$ cat src/rtl/sof_tick_tracker.sv
module sof_tick_tracker #(
  parameter int UFRAME_US = 125,
  parameter int FS_MULT   = 8
) (
  input  logic clk,
  input  logic rst_n,
  input  logic host_role,
  input  logic high_speed,
  input  logic phy_clk_on,
  input  logic port_suspended,
  input  logic sof_rx,
  input  logic us_tick,
  output logic sof_evt
);
  localparam int FS_PERIOD = UFRAME_US * FS_MULT;
  localparam int FS_LATE   = (FS_PERIOD * 3) / 2;
  localparam int HS_LATE   = (UFRAME_US * 3) / 2;
  localparam int FS_RST    = FS_LATE - FS_PERIOD;
  localparam int HS_RST    = HS_LATE - UFRAME_US;
  localparam int CNT_W     = $clog2(FS_LATE + 1);

  logic [CNT_W-1:0] elapsed;
  logic             role_q;
  logic             recent_sub;

  wire              running = phy_clk_on && !port_suspended;
  wire [CNT_W-1:0]  next_el = elapsed + 1'b1;
  wire [CNT_W-1:0]  limit   = host_role  ? CNT_W'(UFRAME_US) :
                              high_speed ? CNT_W'(HS_LATE) : CNT_W'(FS_LATE);
  wire [CNT_W-1:0]  restart = high_speed ? CNT_W'(HS_RST) : CNT_W'(FS_RST);
  wire              due     = us_tick && (next_el >= limit);

  always_ff @(posedge clk) begin
    if (!rst_n) begin
      elapsed    <= '0;
      role_q     <= 1'b0;
      recent_sub <= 1'b0;
      sof_evt    <= 1'b0;
    end else begin
      role_q  <= host_role;
      sof_evt <= 1'b0;
      if (host_role != role_q) begin
        elapsed    <= '0;
        recent_sub <= 1'b0;
      end else if (host_role) begin
        recent_sub <= 1'b0;
        if (!running) begin
          elapsed <= '0;
        end else if (due) begin
          elapsed <= '0;
          sof_evt <= 1'b1;
        end else if (us_tick) begin
          elapsed <= next_el;
        end
      end else if (sof_rx) begin
        elapsed    <= '0;
        sof_evt    <= !recent_sub;
        recent_sub <= 1'b0;
      end else if (due) begin
        elapsed    <= restart;
        sof_evt    <= 1'b1;
        recent_sub <= 1'b1;
      end else if (us_tick) begin
        elapsed    <= next_el;
        recent_sub <= 1'b0;
      end
    end
  end
endmodule

$ cat config.mk
export PLATFORM = sky130hd
export DESIGN_NAME = sof_tick_tracker
export DESIGN_NICKNAME = d
export VERILOG_FILES = /design/src/rtl/sof_tick_tracker.sv
export SDC_FILE = /design/constraint.sdc
export NUM_CORES = 1
export LEC_CHECK = 0
export BUFFER_PORTS_ARGS = -buffer_cell sky130_fd_sc_hd__buf_2
export CORE_ASPECT_RATIO = 0.9
export CORE_UTILIZATION = 50
export CTS_BUF_LIST = sky130_fd_sc_hd__clkbuf_4
export DETAILED_ROUTE_END_ITERATION = 10
export PLACE_DENSITY = 0.82
export SETUP_SLACK_MARGIN = 0.5
export SYNTH_ARGS = -nofsm -noshare
export SYNTH_HDL_FRONTEND = slang
export SYNTH_SLANG_ARGS = --single-unit
$ cat constraint.sdc
create_clock -name clk -period 2.6 [get_ports clk]
set_input_delay 0.52 -clock clk [delete_from_list [all_inputs] [get_ports clk]]
set_output_delay 0.52 -clock clk [all_outputs]
set_load 0.02 [all_outputs]
## Yosys cells after proc, flatten, opt, wreduce, memory -nomap -nowiden

Cells that the tools add are included.

- Logic and storage cells: 30
- Bits in latches: 0
- Bits in registers: 14
- Output and inout bits: 1
- Memory bits (read-only): 0
- Bits of input ports: 8
- Memories kept: 0
- Bits in writable memories: 0

- Reductions and logical operators: 7
- Multiply operators: 0
- Multiplexer cells: 15
- Div/mod/pow operators: 0
- Shift operators: 0
- Add/subtract/negate cells: 1
- Equal/unequal tests: 1
- Order comparisons: 1
- Bitwise operators: 1

Operators by type and width:

| cell | number |
|---|---|
| $mux 11 | 8 |
| $add 11x1->11 const B | 1 |
| $ge 11x11->1 | 1 |
| $mux 9 | 1 |
| $mux 1 | 6 |
| $reduce_or 4->1 | 1 |
| $logic_and 1x1->1 | 2 |
| $logic_not 1->1 | 2 |
| $reduce_bool 2->1 | 1 |
| $reduce_or 2->1 | 1 |
| $ne 1x1->1 | 1 |
| $not 1->1 | 1 |

## Depth between registers and ports, before layout

- Depth after elaboration: 7
- Gate-level depth with buffers: 12
- Gate-level depth less buffers: 12

## Worst setup path after synthesis

OpenSTA, ideal clock, no wires.

- Kind: register -> register
- From: register elapsed[0]
- To: register elapsed[10]
- Required time: 2.520 ns
- Buffers on the path: 0
- Stages on the path, launching flop included: 12
- Arrival: 2.651 ns
- Period minus slack after synthesis: 2.732 ns
- Setup time: 0.080 ns
- Setup slack: -0.132 ns
- Path through: dfxtp_1 ha_1 nand3_1 nor2_1 nand3_1 xnor2_1 ha_1 a211oi_1 o21ai_0 or3_4 o21ai_4 nor3b_1

- Cells in the longest elaborated chain, start to end: 6
- Elaborated cells between the ends (all ways): 9
- Those cells by class: 1 x add/sub; 1 x order compare; 6 x mux; 1 x reduce/logical

RTL lines:

| item | RTL line | RTL |
|---|---|---|
| start, declared | 22 | `logic [CNT_W-1:0] elapsed;` |
| start signal, assigned | 53 | `elapsed <= next_el;` |
| start signal, assigned | 60 | `elapsed <= restart;` |
| start signal, assigned | 64 | `elapsed <= next_el;` |
| $add 11x1->11 (*) | 27 | `wire [CNT_W-1:0] next_el = elapsed + 1'b1;` |
| $ge 11x11->1 | 31 | `wire due = us_tick && (next_el >= limit);` |
| $logic_and 1x1->1 | 31 |  |
| $mux 11 (on tied branches) | 59, 49 |  |
| $mux 11 (on tied branches) | 55, 47 |  |
| $mux 11 (*) | 45 | `end else if (host_role) begin` |

Mark *: on every way between the ends. The rest lies on a longest branch, timed or not.
A chain may end at the register's enable or synchronous reset.

## Final worst setup path

- From: register elapsed[1]
- To: register elapsed[3]

The elaborated chain is that of the path after synthesis.

==> results_dict.tcl <==
set metrics [dict create \
    cp_max_fo 5 \
    diodes 0 \
    die_x_um 50.8 \
    p_int_uw 295 \
    grt_pass1_wl_um 4440 \
    hpwl_um 2070 \
    die_h_um 45.9 \
    grt_antenna_before_repair 0 \
    cts_buffer_depth 2 \
    drive_gt1_share_pct 32.9 \
    start_util_pct 54.4 \
    reg2reg_from "elapsed[1]" \
    crit_buf_inv 0 \
    worstHoldEndpoint "sof_evt" \
    layout_min_cycle_time_ns 2.56 \
    crit_slowest_cell "or3_4" \
    powerDensity_nw_per_um2 297 \
    vdd_drop_max_v 0.000328 \
    track_usage_pct 27.0 \
    reg2reg_slack_ns 0.04 \
    syn_area_per_cell_um2 8.72 \
    crit_path_end_kind "flop" \
    grt_overflow_total 0 \
    finalSetupViolCount 0 \
    sw_frac_of_total_pct 27.9 \
    p_switching_uw 114 \
    pwr-share-clk_pct 33.1 \
    synthArstFlopShare_pct 0 \
    portBuffers 8 \
    rows 15 \
    drc_errors 0 \
    min_from "recent_sub" \
    max_slew_margin_pct 69.2 \
    utilization_pct 69.8 \
    maxCapViolations 0 \
    critPathKind "flop to flop" \
    clkSinkCount 14 \
    combinationalPowerShare_pct 14.0 \
    grt_max_degree 13 \
    htreeDepth 1 \
    root_buffer "clkbuf_4" \
    setup_tns_ns 0 \
    cp-start-kind "flop" \
    leakagePower_nw 0.561 \
    layout_common_cells "nand2_1, xor2_1, buf_4" \
    ant_nets 0 \
    cts_made_buffers 3 \
    worstMarginPinSlew_ns 0.458 \
    seqPwrFrac_pct 52.9 \
    slowest_delay_ns 0.42 \
    synth-edff-count 0 \
    dp_worst_setup_slack_ns -0.0629 \
    cts_tree "built" \
    worstHoldPathCells 1 \
    rsz0062_at_grt "yes" \
    route.vias.total 1061 \
    postPlaceCellArea_um2 1260 \
    core_area_um2 1970 \
    ys_ff_latch 14 \
    fin_crit_sh_pct 98.6 \
    ys_seq_area_share_pct 26.1 \
    finalHoldViolations 0 \
    cp.arrival_ns 2.77 \
    io_pins 9 \
    syn_inst 123 \
    drv_slew 0 \
    synth_fp_nets 140 \
    path_common_cell "ha_4" \
    drt_iter0_markers 66 \
    skew_ns 0.0132 \
    routed_via_density 6.20 \
    synth_cell_type_count 44 \
    finalPower_uw 408 \
    hold_class "flop to flop" \
    fmax_mhz 390 \
    wl_per_cell_um 17.6 \
    crit_required_ns 2.81 \
    clkTransAtPathRegs_ns 0.10 \
    synthToLayoutAreaGrowth_pct 28.4 \
    mostFrequentLayoutCell "nand2_1" \
    reg2reg_depth 11 \
    drt_first_pass_iters 5 \
    fin_nets 164 \
    status "finished clean" \
    clk_latency_ns 0.30 \
    final_cell_area_um2 1380 \
    dieArea_um2 2330 \
    totalWireLength_um 3010 \
    final.setup.worst_slack_ns 0.0362 \
    routabilityCongestion 0.841 \
    crit_chain "ha_4 > nand3_4 > nor2_4 > nand3_2 > xnor2_2 > ha_4 > a211oi_2 > o21ai_1 > or3_4 > o21ai_4 > mux2i_1" \
    ys_warn_count 0 \
    r2r_end "elapsed[3]" \
    synth.cell_area_um2 1070 \
    critical_path.top_delay_family "simple AND/OR/NAND/NOR gates" \
    ys.flop_type "dfxtp_1" \
    grt_pass1_vias 1002 \
]
==> power by group through the flow <==
stage	sequential [mW]	combinational [mW]	clock, mW
2_1_floorplan	0.222	0.0268	0
4_1_cts	0.216	0.0533	0.130
3_5_place_dp	0.221	0.0511	0
5_1_grt	0.216	0.0626	0.144
6_report	0.216	0.0573	0.135
3_3_place_gp	0.221	0.0492	0
==> sequential cells by signal, indices dropped and copies added (netlist names) <==
signal and cells:
elapsed 11, recent_sub 1, role_q 1, sof_evt 1
==> per-stage QoR <==
step	cells	hold WS, ns
2_1_floorplan	123	0.435
3_3_place_gp	163	0.456
3_5_place_dp	163	0.454
4_1_cts	171	0.472
5_1_grt	171	0.495
6_report	171	0.469
==> area by class of cell <==
type / instances / area, um2
Fill cell: 160 / 594
Tap cell: 25 / 31.3
Timing Repair Buffer: 22 / 153
Clock buffer: 3 / 22.5
Multi-Input combinational cell: 102 / 862
Sequential cell: 14 / 289
Clock inverter: 1 / 3.75
Inverter: 4 / 15.0
==> routing by layer <==
| metal | routed length (um) | track usage, % |
|---|---|---|
| met1 | 1240 | 31.9 |
| met2 | 1520 | 48.5 |
| met3 | 189 | 4.67 |
| met4 | 58 | 12.2 |
| met5 | 0 | 0 |
==> kinds of logic after synthesis <==
logic type / synth area share, %
simple gates: 25.4
compound gates: 18.7
xor+xnor: 13.1
flops: 26.1
fa+ha+maj: 10.5
buf+inv: 3.27
mux: 2.92
==> cells in the mapped netlist, types with 3 or more instances <==
cell / number / area, um2
nand2_1: 13 / 48.8
nand2b_1: 4 / 25.0
dfxtp_1: 14 / 280
nor2_1: 6 / 22.5
xnor2_1: 4 / 35.0
nand4_1: 5 / 31.3
a21oi_1: 5 / 25.0
inv_1: 4 / 15.0
nand3_1: 6 / 30.0
a221oi_1: 3 / 26.3
ha_1: 9 / 113
xor2_1: 12 / 105
==> how the worst max path moves through the flow <==
stage	start	endpoint	slack, ns	cells after the start
2_1_floorplan	elapsed[0]	elapsed[1]	0.11	11
3_3_place_gp	host_role	elapsed[10]	0.06	8
3_5_place_dp	elapsed[1]	elapsed[10]	-0.06	11
4_1_cts	elapsed[1]	elapsed[7]	0.07	11
5_1_grt	elapsed[1]	elapsed[2]	-0.05	12
6_report	elapsed[1]	elapsed[3]	0.04	11
==> what timing repair did <==
action	in CTS	in global routing
buffers inserted	3	0
endpoints found under the setup margin	13	13
resized for setup	3	8
gates cloned	1	0
hold buffers	0	0
pin swaps	10	6
endpoints found under the hold margin	0	0
Power figures use the tool's default switching activity.
